--- src/rtl/csf_pkg.sv ---
package csf_pkg;
   typedef enum logic [1:0] {
      RX_HUNT   = 2'd0,
      RX_SECOND = 2'd1,
      RX_LOCKED = 2'd2
   } rx_state_e;

   typedef enum logic [2:0] {
      TK_IDLE   = 3'd0,
      TK_DATA   = 3'd1,
      TK_CRC_LO = 3'd2,
      TK_CRC_HI = 3'd3,
      TK_SYN0   = 3'd4
   } tx_kind_e;

   localparam logic [1:0] FILL_S1       = 2'b00;
   localparam logic [1:0] FILL_S0_S1    = 2'b01;
   localparam logic [1:0] FILL_C_S1     = 2'b10;
   localparam logic [1:0] FILL_C_S0_S1  = 2'b11;
endpackage

--- src/rtl/csf_rx_hunter.sv ---
module csf_rx_hunter
   import csf_pkg::*;
#(
   parameter int CHAR_W    = 8,
   parameter bit LSB_FIRST = 1'b1
) (
   input  logic              clk,
   input  logic              rst_n,
   input  logic              cfg_double,
   input  logic [CHAR_W-1:0] sync0,
   input  logic [CHAR_W-1:0] sync1,
   input  logic              bit_valid,
   input  logic              bit_in,
   input  logic              hunt,
   output logic              in_sync,
   output logic              sync_pulse,
   output logic              char_valid,
   output logic [CHAR_W-1:0] char_out
);
   localparam int CNT_W = $clog2(CHAR_W);
   localparam logic [CNT_W-1:0] LAST = CNT_W'(CHAR_W - 1);

   rx_state_e         state;
   logic [CHAR_W-1:0] sr, sr_nx;
   logic [CNT_W-1:0]  cnt;
   logic              last_bit;
   logic [CHAR_W-1:0] first_pat;

   generate
      if (LSB_FIRST) begin : g_lsb
         assign sr_nx = {bit_in, sr[CHAR_W-1:1]};
      end else begin : g_msb
         assign sr_nx = {sr[CHAR_W-2:0], bit_in};
      end
   endgenerate

   assign last_bit  = (cnt == LAST);
   assign first_pat = cfg_double ? sync0 : sync1;
   assign in_sync   = (state == RX_LOCKED);

   always_ff @(posedge clk or negedge rst_n) begin
      if (!rst_n) begin
         state      <= RX_HUNT;
         sr         <= '0;
         cnt        <= '0;
         sync_pulse <= 1'b0;
         char_valid <= 1'b0;
         char_out   <= '0;
      end else begin
         sync_pulse <= 1'b0;
         char_valid <= 1'b0;
         if (hunt) begin
            state <= RX_HUNT;
            cnt   <= '0;
         end else if (bit_valid) begin
            sr <= sr_nx;
            unique case (state)
               RX_HUNT: begin
                  if (sr_nx == first_pat) begin
                     cnt <= '0;
                     if (cfg_double) begin
                        state <= RX_SECOND;
                     end else begin
                        state      <= RX_LOCKED;
                        sync_pulse <= 1'b1;
                     end
                  end
               end
               RX_SECOND: begin
                  if (last_bit) begin
                     cnt <= '0;
                     if (sr_nx == sync1) begin
                        state      <= RX_LOCKED;
                        sync_pulse <= 1'b1;
                     end else begin
                        state <= RX_HUNT;
                     end
                  end else begin
                     cnt <= cnt + 1'b1;
                  end
               end
               RX_LOCKED: begin
                  if (last_bit) begin
                     cnt        <= '0;
                     char_valid <= 1'b1;
                     char_out   <= sr_nx;
                  end else begin
                     cnt <= cnt + 1'b1;
                  end
               end
               default: state <= RX_HUNT;
            endcase
         end
      end
   end

   // without a bit or a hunt the receiver state does not move
   assert_idle_hold_R1: assert property (@(posedge clk) disable iff (!rst_n)
      !bit_valid && !hunt |=> $stable(state) && $stable(cnt));
   // a double-mode lock always comes out of the second-character wait
   assert_double_path_R2: assert property (@(posedge clk) disable iff (!rst_n)
      $rose(in_sync) && $past(cfg_double) |-> $past(state) == RX_SECOND);

   assert_pulse_single_R3: assert property (@(posedge clk) disable iff (!rst_n)
      sync_pulse |=> !sync_pulse);
   assert_pulse_locked_R3: assert property (@(posedge clk) disable iff (!rst_n)
      sync_pulse |-> in_sync);
   assert_char_in_sync_R3: assert property (@(posedge clk) disable iff (!rst_n)
      char_valid |-> in_sync);

   assert_hunt_drops_R4: assert property (@(posedge clk) disable iff (!rst_n)
      hunt |=> !in_sync && !sync_pulse && !char_valid);
endmodule

--- src/rtl/csf_tx_seq.sv ---
module csf_tx_seq
   import csf_pkg::*;
#(
   parameter int CHAR_W = 8,
   parameter int LEN_W  = 16
) (
   input  logic                clk,
   input  logic                rst_n,
   input  logic [1:0]          fill_sel,
   input  logic                boundary,
   input  logic                tx_valid,
   input  logic [CHAR_W-1:0]   tx_data,
   input  logic [2*CHAR_W-1:0] crc_in,
   input  logic [CHAR_W-1:0]   sync0,
   input  logic [CHAR_W-1:0]   sync1,
   input  logic                len_load,
   input  logic [LEN_W-1:0]    len_value,
   output logic                tx_ready,
   output logic [CHAR_W-1:0]   next_char,
   output logic                fill_now
);
   tx_kind_e         kind, nk;
   logic             crc_by_len;
   logic             len_hit;
   logic [LEN_W-1:0] len_cnt;
   logic             ready_kind;
   logic             take;

   assign ready_kind = (kind == TK_IDLE) ||
                       (kind == TK_DATA && !len_hit) ||
                       (kind == TK_CRC_HI && crc_by_len);
   assign tx_ready   = boundary && ready_kind;
   assign take       = tx_ready && tx_valid;
   assign fill_now   = (kind != TK_DATA);

   always_comb begin
      nk = TK_IDLE;
      unique case (kind)
         TK_IDLE:   nk = take ? TK_DATA : TK_IDLE;
         TK_DATA: begin
            if (len_hit)   nk = TK_CRC_LO;
            else if (take) nk = TK_DATA;
            else begin
               unique case (fill_sel)
                  FILL_S1:    nk = TK_IDLE;
                  FILL_S0_S1: nk = TK_SYN0;
                  default:    nk = TK_CRC_LO;
               endcase
            end
         end
         TK_CRC_LO: nk = TK_CRC_HI;
         TK_CRC_HI: begin
            if (crc_by_len) nk = take ? TK_DATA : TK_IDLE;
            else            nk = fill_sel[0] ? TK_SYN0 : TK_IDLE;
         end
         TK_SYN0:   nk = TK_IDLE;
         default:   nk = TK_IDLE;
      endcase
   end

   always_comb begin
      unique case (nk)
         TK_DATA:   next_char = tx_data;
         TK_CRC_LO: next_char = crc_in[CHAR_W-1:0];
         TK_CRC_HI: next_char = crc_in[2*CHAR_W-1:CHAR_W];
         TK_SYN0:   next_char = sync0;
         default:   next_char = sync1;
      endcase
   end

   always_ff @(posedge clk or negedge rst_n) begin
      if (!rst_n) begin
         kind       <= TK_IDLE;
         crc_by_len <= 1'b0;
         len_hit    <= 1'b0;
         len_cnt    <= '0;
      end else begin
         if (boundary) begin
            kind    <= nk;
            len_hit <= take && (len_cnt == LEN_W'(1));
            if (kind == TK_DATA) crc_by_len <= len_hit;
         end
         if (len_load)                     len_cnt <= len_value;
         else if (take && len_cnt != '0)   len_cnt <= len_cnt - 1'b1;
      end
   end

   // nothing advances between strobes
   assert_hold_R5: assert property (@(posedge clk) disable iff (!rst_n)
      !boundary && !len_load |=> $stable(kind) && $stable(len_cnt) && $stable(len_hit));

   assert_ready_boundary_R6: assert property (@(posedge clk) disable iff (!rst_n)
      tx_ready |-> boundary);
   // sync0 in a fill is always followed by sync1
   assert_syn0_then_syn1_R7: assert property (@(posedge clk) disable iff (!rst_n)
      boundary && kind == TK_SYN0 |=> kind == TK_IDLE);

   assert_len_close_R9: assert property (@(posedge clk) disable iff (!rst_n)
      boundary && len_hit |=> kind == TK_CRC_LO);

   assert_crc_pair_R10: assert property (@(posedge clk) disable iff (!rst_n)
      boundary && kind == TK_CRC_LO |=> kind == TK_CRC_HI);
endmodule

--- src/rtl/csf_tx_shifter.sv ---
module csf_tx_shifter #(
   parameter int CHAR_W    = 8,
   parameter bit LSB_FIRST = 1'b1
) (
   input  logic              clk,
   input  logic              rst_n,
   input  logic              bit_en,
   input  logic [CHAR_W-1:0] next_char,
   output logic              boundary,
   output logic              tx_bit
);
   localparam int CNT_W = $clog2(CHAR_W);
   localparam logic [CNT_W-1:0] LAST = CNT_W'(CHAR_W - 1);

   logic [CHAR_W-1:0] cur;
   logic [CNT_W-1:0]  idx;

   assign boundary = bit_en && (idx == LAST);

   generate
      if (LSB_FIRST) begin : g_lsb
         assign tx_bit = cur[idx];
      end else begin : g_msb
         assign tx_bit = cur[LAST - idx];
      end
   endgenerate

   always_ff @(posedge clk or negedge rst_n) begin
      if (!rst_n) begin
         cur <= '0;
         idx <= LAST;
      end else if (bit_en) begin
         if (idx == LAST) begin
            idx <= '0;
            cur <= next_char;
         end else begin
            idx <= idx + 1'b1;
         end
      end
   end


   assert_idx_hold_R5: assert property (@(posedge clk) disable iff (!rst_n)
      !bit_en |=> $stable(idx) && $stable(cur));
   assert_char_start_R5: assert property (@(posedge clk) disable iff (!rst_n)
      boundary |=> idx == '0);
endmodule

--- src/rtl/csync_framer.sv ---
module csync_framer
   import csf_pkg::*;
#(
   parameter int CHAR_W    = 8,
   parameter int LEN_W     = 16,
   parameter bit LSB_FIRST = 1'b1
) (
   input  logic                clk,
   input  logic                rst_n,
   input  logic                cfg_double,
   input  logic [CHAR_W-1:0]   cfg_sync0,
   input  logic [CHAR_W-1:0]   cfg_sync1,
   input  logic [1:0]          cfg_fill_sel,
   input  logic                rx_bit_valid,
   input  logic                rx_bit,
   input  logic                rx_hunt,
   output logic                rx_in_sync,
   output logic                rx_sync_pulse,
   output logic                rx_char_valid,
   output logic [CHAR_W-1:0]   rx_char,
   input  logic                tx_bit_en,
   input  logic                tx_valid,
   input  logic [CHAR_W-1:0]   tx_data,
   output logic                tx_ready,
   output logic                tx_bit,
   output logic                tx_fill,
   input  logic [2*CHAR_W-1:0] crc_in,
   input  logic                len_load,
   input  logic [LEN_W-1:0]    len_value
);
   generate
      if (CHAR_W < 4) begin : g_bad_char
         $error("csync_framer: CHAR_W must be at least 4");
      end
      if (LEN_W < 2) begin : g_bad_len
         $error("csync_framer: LEN_W must be at least 2");
      end
   endgenerate

   logic              boundary;
   logic [CHAR_W-1:0] next_char;

   csf_rx_hunter #(.CHAR_W(CHAR_W), .LSB_FIRST(LSB_FIRST)) u_rx (
      .clk        (clk),
      .rst_n      (rst_n),
      .cfg_double (cfg_double),
      .sync0      (cfg_sync0),
      .sync1      (cfg_sync1),
      .bit_valid  (rx_bit_valid),
      .bit_in     (rx_bit),
      .hunt       (rx_hunt),
      .in_sync    (rx_in_sync),
      .sync_pulse (rx_sync_pulse),
      .char_valid (rx_char_valid),
      .char_out   (rx_char)
   );

   csf_tx_seq #(.CHAR_W(CHAR_W), .LEN_W(LEN_W)) u_seq (
      .clk       (clk),
      .rst_n     (rst_n),
      .fill_sel  (cfg_fill_sel),
      .boundary  (boundary),
      .tx_valid  (tx_valid),
      .tx_data   (tx_data),
      .crc_in    (crc_in),
      .sync0     (cfg_sync0),
      .sync1     (cfg_sync1),
      .len_load  (len_load),
      .len_value (len_value),
      .tx_ready  (tx_ready),
      .next_char (next_char),
      .fill_now  (tx_fill)
   );

   csf_tx_shifter #(.CHAR_W(CHAR_W), .LSB_FIRST(LSB_FIRST)) u_shf (
      .clk       (clk),
      .rst_n     (rst_n),
      .bit_en    (tx_bit_en),
      .next_char (next_char),
      .boundary  (boundary),
      .tx_bit    (tx_bit)
   );
endmodule

--- config.mk ---
export PLATFORM = sky130hd
export DESIGN_NAME = csync_framer
export DESIGN_NICKNAME = d
export VERILOG_FILES = /design/src/rtl/csf_pkg.sv /design/src/rtl/csf_rx_hunter.sv /design/src/rtl/csf_tx_seq.sv /design/src/rtl/csf_tx_shifter.sv /design/src/rtl/csync_framer.sv
export SDC_FILE = /design/constraint.sdc
export NUM_CORES = 1
export LEC_CHECK = 0
export BUFFER_PORTS_ARGS = -buffer_cell sky130_fd_sc_hd__buf_2
export CORE_MARGIN = 1.5
export CORE_UTILIZATION = 33
export CTS_BUF_LIST = sky130_fd_sc_hd__clkbuf_8
export CTS_CLUSTER_DIAMETER = 100
export DETAILED_ROUTE_END_ITERATION = 6
export RECOVER_POWER = 100
export SYNTH_ARGS = -nofsm -noshare
export SYNTH_HDL_FRONTEND = slang
export SYNTH_SLANG_ARGS = --single-unit
--- constraint.sdc ---
create_clock -name clk -period 5.89 [get_ports clk]
set_clock_uncertainty 0.1 [all_clocks]
set_input_delay 0.8835 -clock clk [delete_from_list [all_inputs] [get_ports clk]]
set_output_delay 0.8835 -clock clk [all_outputs]
set_load 0.02 [all_outputs]
==> metrics.csv, run 1 <==
stage,metric,value,unit
power_and_ir_drop,p_per_area,300,nW/um2
clocking,cts_tree,yes,
floorplanning,dieArea,10400,um2
clocking,htreeDepth,2,
synthesis,syn_inst,324,
drt,vias_per_cell,4.95,
timing,period_minus_slack,3.49,ns
critical_path,cp.required,6.00,ns
drt,drc_errors,0,
synthesis,synth_cell_types,47,
run_status,outcome,"finished, violations left",
finish,drive_above_1_share,25.9,%
critical_path,cp-end-kind,register,
critical_path,cp_num_cells,8,
timing,tightestPinTransition,2.92,ns
drt,vias,2651,
critical_path,reg2reg_depth,8,
run_status,failed_checks,"max-capacitance violations, max-slew violations",
critical_path,critPathCapture,u_seq.len_cnt[15]$_DFFE_PN0P_,
drt,drtIter0Drc,85,
floorplanning,start_util,33.7,%
timing,finalSetupTns,0,ns
floorplanning,fp.coreArea,9640,um2
floorplanning,die_width,102,um
synthesis,synth_seq_cells,54,
global_routing,antenna_found_initial,1,
timing,relSlewSlack,-94.7,%
timing,timing.hold.ws,0.388,ns
drt,first_pass_iters,4,
finish,nFillCells,1002,
clocking,clk_pin_slew,0.10,ns
global_routing,track_usage,16.1,%
clocking,cts_buffers,5,
power_and_ir_drop,max-vdd-ir-drop,0.110,mV
critical_path,crit_family,compound AO/OA/AOI/OAI gates,
global_routing,grt_pass1_wl,13100,um
synthesis,synth.largest_area_cell,dfrtp_1,
synthesis,synth_top_area_share,39.3,%
drt,routed_wl,7930,um
min_path,hold_path.class,register to register,
timing,maxSlewViolCount,55,
critical_path,cp.buffers_inverters,0,
critical_path,crit_path_top_delay_cell,a2111oi_4,
clocking,cts_hold_buf,0,
clocking,ctsLongestPathBuffers,2,
place,hpwl,6110,um
global_routing,grt_max_degree,55,
synthesis,synth_edf_count,0,
clocking,root_buffer,clkbuf_8,
timing,fmax,287,MHz
drt,wl_per_cell,14.8,um
synthesis,syn-cell-area,3250,um2
clocking,cts_resized,0,
floorplanning,rows,36,
power_and_ir_drop,p_leak,1.66,nW
synthesis,ys_seq_area_share,41.7,%
clocking,clkLatencyLatePin,0.31,ns
synthesis,async_flop_share,100,%
global_routing,grt.overflow.total,0,
timing,final_hold_viol_count,0,
critical_path,worstPathCellList,ha_1 -> ha_1 -> nand3b_1 -> a2111oi_4 -> o211ai_1 -> nor4_1 -> xor2_1 -> mux2_2,
timing,fin_crit_sh,59.2,%
synthesis,syn_nets,400,
critical_path,rrSetupSlack,2.40,ns
floorplanning,die_y,102,um
critical_path,cp-start-kind,register,
critical_path,cp.arrival,3.59,ns
synthesis,postSynthAreaPerCell,10.0,um2
synthesis,yosysWarnings,0,
critical_path,r2r_end,u_seq.len_cnt[15]$_DFFE_PN0P_,
critical_path,critPathMaxStageDelay,0.85,ns
finish,syn_to_final_growth,17.1,%
clocking,clock-sinks,54,
drt,antenna_left,0,
critical_path,crit_fanout,16,
global_routing,grt_pass1_vias,2713,
power_and_ir_drop,total_power,1.14,mW
clocking,post-cts-setup-buffers,0,
critical_path,worst_path_most_repeated_cell,ha_1,
critical_path,path_class,register to register,
floorplanning,io_pins,81,
run,drv_cap,1,
critical_path,r2r-start,u_shf.idx[0]$_DFFE_PN1P_,
place,port_buffers,80,
place,gp_congestion,0.811,
critical_path,cp-startpoint,u_shf.idx[0]$_DFFE_PN1P_,
timing,setup_viol,0,
finish,finalNetCount,477,
synthesis,synthTopCellsByArea,"dfrtp_1 (39%), mux2_2 (8.7%), nand2_1 (5.5%)",
synthesis,ys.flop_type,dfrtp_1,
timing,rsz0062_at_grt,false,
==> stage by stage <==
| step | cells | worst slack [ns] | util [%] | instance area, um2 |
|---|---|---|---|---|
| final | 536 | 2.40 | 39.4 | 3800 |
| after global routing | 536 | 1.94 | 39.4 | 3800 |
| after CTS | 535 | 2.69 | 40.2 | 3870 |
| after detailed placement | 527 | 2.61 | 39.2 | 3780 |
| after global placement | 527 | 2.68 | 39.2 | 3780 |
| after floorplan | 324 | 3.15 | - | 3250 |
==> logic make-up (layout without fill, tap and decap cells) <==
kind of cell / after synthesis / after routing / synth area share [%]
simple gates: 113 / 113 / 18.7
compound gates: 59 / 59 / 12.6
flops: 54 / 54 / 41.7
mux: 35 / 35 / 12.5
xor+xnor: 30 / 30 / 8.09
buf+inv: 24 / 102 / 2.85
fa+ha+maj: 9 / 9 / 3.47
other cells: 0 / 1 / 0
==> power by group <==
| part | internal [mW] | switching, mW | total (mW) |
|---|---|---|---|
| Clock | 0.0887 | 0.135 | 0.223 |
| Sequential | 0.450 | 0.0863 | 0.537 |
| Combinational | 0.179 | 0.200 | 0.380 |
| Total | 0.719 | 0.421 | 1.14 |
==> flip-flops by register name (all words and copies together), names as in the netlist, 2 cells and up <==
register,flops
u_shf.cur,8
u_rx.char_out,8
u_rx.sr,7
u_seq.kind,3
u_rx.state,2
u_rx.cnt,3
u_seq.len_cnt,16
u_shf.idx,3
==> worst register-to-register path: stages, from the launching register on <==
cell	delay [ns]
dfstp_1	0.64
ha_1	0.19
ha_1	0.20
nand3b_1	0.16
a2111oi_4	0.85
o211ai_1	0.49
nor4_1	0.38
xor2_1	0.11
mux2_2	0.27
==> worst min-delay path by stage <==
stage | from | to | depth (start not counted)
floorplan | u_shf.cur[2]$_DFFE_PN0N_ | u_shf.cur[2]$_DFFE_PN0N_ | 2
global route | u_shf.cur[5]$_DFFE_PN0N_ | u_shf.cur[5]$_DFFE_PN0N_ | 2
detailed placement | u_shf.cur[5]$_DFFE_PN0N_ | u_shf.cur[5]$_DFFE_PN0N_ | 2
CTS | u_shf.cur[5]$_DFFE_PN0N_ | u_shf.cur[5]$_DFFE_PN0N_ | 2
finish | u_shf.cur[5]$_DFFE_PN0N_ | u_shf.cur[5]$_DFFE_PN0N_ | 2
global placement | u_shf.cur[5]$_DFFE_PN0N_ | u_shf.cur[5]$_DFFE_PN0N_ | 2
==> cell usage in the layout (no fill, tap or decap), types with 3 or more instances in the layout <==
cell type / instances
nand2b_1: 4
and4_1: 9
o21ai_1: 3
xnor2_1: 11
nor2b_1: 8
o21ai_0: 26
xor2_1: 19
nor4_1: 7
nor3_1: 7
mux2i_1: 8
nor2_1: 11
ha_1: 9
buf_2: 64
inv_6: 3
a21oi_1: 5
dfrtp_1: 51
clkbuf_1: 17
nand3_1: 6
mux2_2: 24
clkbuf_8: 5
nand2_1: 48
a211oi_1: 3
a22oi_1: 8
inv_1: 13
==> synth_stat cells (8+ instances only) <==
master	number
a22oi_1	8
and4_1	9
clkbuf_1	8
dfrtp_1	51
ha_1	9
inv_1	13
mux2_2	25
mux2i_1	8
nand2_1	48
nor2_1	11
nor2b_1	8
o21ai_0	13
o21ai_1	15
xnor2_1	11
xor2_1	19
==> metal layers <==
layer	share of wire (%)	global-route usage (%)	vias to the layer above
met3	3.0	2.05	5
met4	0.72	4.85	0
met2	52	27.4	36
met5	0	0	-
li1	-	-	1302
met1	45	21.3	1308
==> cell type report <==
| type | count | area (um2) | share of cell area, % |
|---|---|---|---|
| Inverter | 13 | 48.8 | 1.28 |
| Timing Repair Buffer | 81 | 384 | 10.1 |
| Tap cell | 133 | 166 | 4.38 |
| Clock inverter | 3 | 26.3 | 0.691 |
| Clock buffer | 5 | 68.8 | 1.81 |
| Sequential cell | 54 | 1360 | 35.6 |
| Antenna cell | 1 | 2.50 | 0.0658 |
| Multi-Input combinational cell | 246 | 1750 | 46.0 |
No activity file was read; power rests on OpenSTA's default activity.
==> run 2: changes to the inputs <==
- clock period: 5.89 -> 2.9 ns (I/O delays scaled with it)
==> metrics.csv, run 2 (synthesis results as in run 1) <==
stage,metric,value,unit,change
drt,wl_per_cell,14.5,um,was 14.8 um
timing,final_hold_viol_count,0,,unchanged
global_routing,track_usage,15.3,%,was 16.1%
clocking,cts_resized,0,,unchanged
finish,layout_commonest_cell,buf_2,,unchanged
run_status,outcome,"complete, no violations",,"was finished, violations left"
global_routing,antenna_found_initial,0,,was 1
critical_path,critPathMaxStageDelay,0.59,ns,was 0.85 ns
critical_path,cp.buffers_inverters,1,,was 0
critical_path,cp.arrival,2.69,ns,was 3.59 ns
critical_path,crit_fanout,6,,was 16
critical_path,cp-end-kind,register,,unchanged
power_and_ir_drop,p_leak,1.69,nW,was 1.66 nW
drt,antenna_left,0,,unchanged
finish,syn_to_final_growth,18.9,%,was 17.1%
finish,finalNetCount,480,,was 477
place,pre_cts_slack,0.175,ns,was 2.61 ns
drt,vias_per_cell,4.87,,was 4.95
timing,fmax,383,MHz,was 287 MHz
place,gp_congestion,0.872,,was 0.811
power_and_ir_drop,max-vdd-ir-drop,0.249,mV,was 0.110 mV
floorplanning,start_util,33.7,%,unchanged
floorplanning,fp.coreArea,9640,um2,unchanged
finish,layout_common_cells,"buf_2 (65), dfrtp_1 (51), nand2_1 (48)",,"was buf_2 (64), dfrtp_1 (51), nand2_1 (48)"
clocking,cts_hold_buf,0,,unchanged
place,hpwl,6080,um,was 6110 um
timing,setup_viol,0,,unchanged
timing,finalSetupTns,0,ns,unchanged
critical_path,rrSetupSlack,0.29,ns,was 2.40 ns
power_and_ir_drop,p_per_area,621,nW/um2,was 300 nW/um2
critical_path,crit_family,flip-flops,,was compound AO/OA/AOI/OAI gates
global_routing,grt_pass1_vias,2543,,"was 2,713"
finish,largest_reg_flops,16,,unchanged
critical_path,crit_path_top_delay_cell,dfstp_2,,was a2111oi_4
place,placed_cells,530,,was 527
timing,setup_slack,0.290,ns,was 2.40 ns
finish,fin_util,40.0,%,was 39.4%
floorplanning,die_width,102,um,unchanged
run,drv_cap,0,,was 1
timing,period_minus_slack,2.61,ns,was 3.49 ns
finish,fin_cells,538,,was 536
critical_path,worstPathCellList,ha_1 -> ha_1 -> nand3b_1 -> a2111oi_4 -> clkbuf_1 -> and4_1 -> nand2_1 -> xor2_1 -> o21ai_0,,was ha_1 -> ha_1 -> nand3b_1 -> a2111oi_4 -> o211ai_1 -> nor4_1 -> xor2_1 -> mux2_2
clocking,clk_pin_slew,0.11,ns,was 0.10 ns
critical_path,worst_path_most_repeated_cell,ha_1,,unchanged
drt,routed_wl,7790,um,was 7930 um
finish,seq_area,1360,um2,unchanged
timing,relSlewSlack,10.1,%,was -94.7%
floorplanning,io_pins,81,,unchanged
clocking,ctsLongestPathBuffers,2,,unchanged
global_routing,grt.overflow.total,0,,unchanged
timing,rsz0062_at_grt,false,,unchanged
drt,first_pass_iters,4,,unchanged
finish,final_area,3860,um2,was 3800 um2
finish,nFillCells,1014,,"was 1,002"
timing,timing.hold.ws,0.224,ns,was 0.388 ns
floorplanning,rows,36,,unchanged
drt,drc_errors,0,,unchanged
clocking,cts_tree,yes,,unchanged
critical_path,cp.required,2.98,ns,was 6.00 ns
finish,drive_above_1_share,27.9,%,was 25.9%
global_routing,grt_max_degree,55,,unchanged
floorplanning,die_y,102,um,unchanged
finish,diodes,0,,was 1
critical_path,path_class,register to register,,unchanged
power_and_ir_drop,total_power,2.40,mW,was 1.14 mW
clocking,clkLatencyLatePin,0.31,ns,about the same
finish,largestRegisters,"u_seq.len_cnt (16), u_rx.char_out (8), u_shf.cur (8)",,unchanged
timing,maxSlewViolCount,0,,was 55
floorplanning,dieArea,10400,um2,unchanged
place,dpl_cell_area,3810,um2,was 3780 um2
clocking,htreeDepth,2,,unchanged
drt,drtIter0Drc,66,,was 85
clocking,root_buffer,clkbuf_8,,unchanged
min_path,hold_path.class,input pin to register,,was register to register
timing,fin_crit_sh,90.0,%,was 59.2%
critical_path,cp-start-kind,register,,unchanged
global_routing,grt_pass1_wl,12400,um,"was 13,100 um"
finish,largest_register,u_seq.len_cnt,,unchanged
clocking,post-cts-setup-buffers,0,,unchanged
drt,vias,2620,,"was 2,651"
finish,multi_input_area,1780,um2,was 1750 um2
clocking,cts_buffers,5,,unchanged
clocking,clock-sinks,54,,unchanged
place,port_buffers,80,,unchanged
timing,tightestPinTransition,1.35,ns,was 2.92 ns
==> run 2: layout make-up <==
class,instances,area share [%]
Inverter,13,1.26
Tap cell,133,4.31
Clock buffer,5,1.78
Multi-Input combinational cell,246,46.0
Clock inverter,3,1.13
Timing Repair Buffer,84,10.4
Sequential cell,54,35.1
==> run 2: final timing paths <==
kind                                           from                            end  cells past startpoint
hold / removal                         len_value[1]   u_seq.len_cnt[1]$_DFFE_PN0P_                      3
setup / recovery           u_shf.idx[0]$_DFFE_PN1P_  u_seq.len_cnt[10]$_DFFE_PN0P_                      9
max in group asynchronous                     rst_n       u_shf.cur[4]$_DFFE_PN0N_                      2
hold reg to reg            u_shf.cur[6]$_DFFE_PN0N_       u_shf.cur[6]$_DFFE_PN0N_                      2
setup reg to reg           u_shf.idx[0]$_DFFE_PN1P_  u_seq.len_cnt[10]$_DFFE_PN0P_                      9
min in group asynchronous                     rst_n  u_seq.len_cnt[14]$_DFFE_PN0P_                      2
==> run 2: per-layer routing <==
layer,share of wire [%],vias to the layer above,track usage (%)
met5,0,-,0
met4,1.2,0,4.00
met2,49,44,26.3
met1,46,1262,20.0
li1,-,1308,-
met3,3.4,6,2.53
==> run 2: power breakdown <==
part	total [mW]	switching [mW]	internal, mW
Sequential	1.09	0.171	0.916
Combinational	0.786	0.406	0.381
Clock	0.522	0.262	0.259
Total	2.40	0.839	1.56
==> run 2: worst reg2reg max path, cell delays in order (launching register included) <==
cell       delay, ns
dfstp_2         0.59
ha_1            0.16
ha_1            0.20
nand3b_1        0.15
a2111oi_4       0.40
clkbuf_1        0.23
and4_1          0.31
nand2_1         0.09
xor2_1          0.15
o21ai_0         0.09
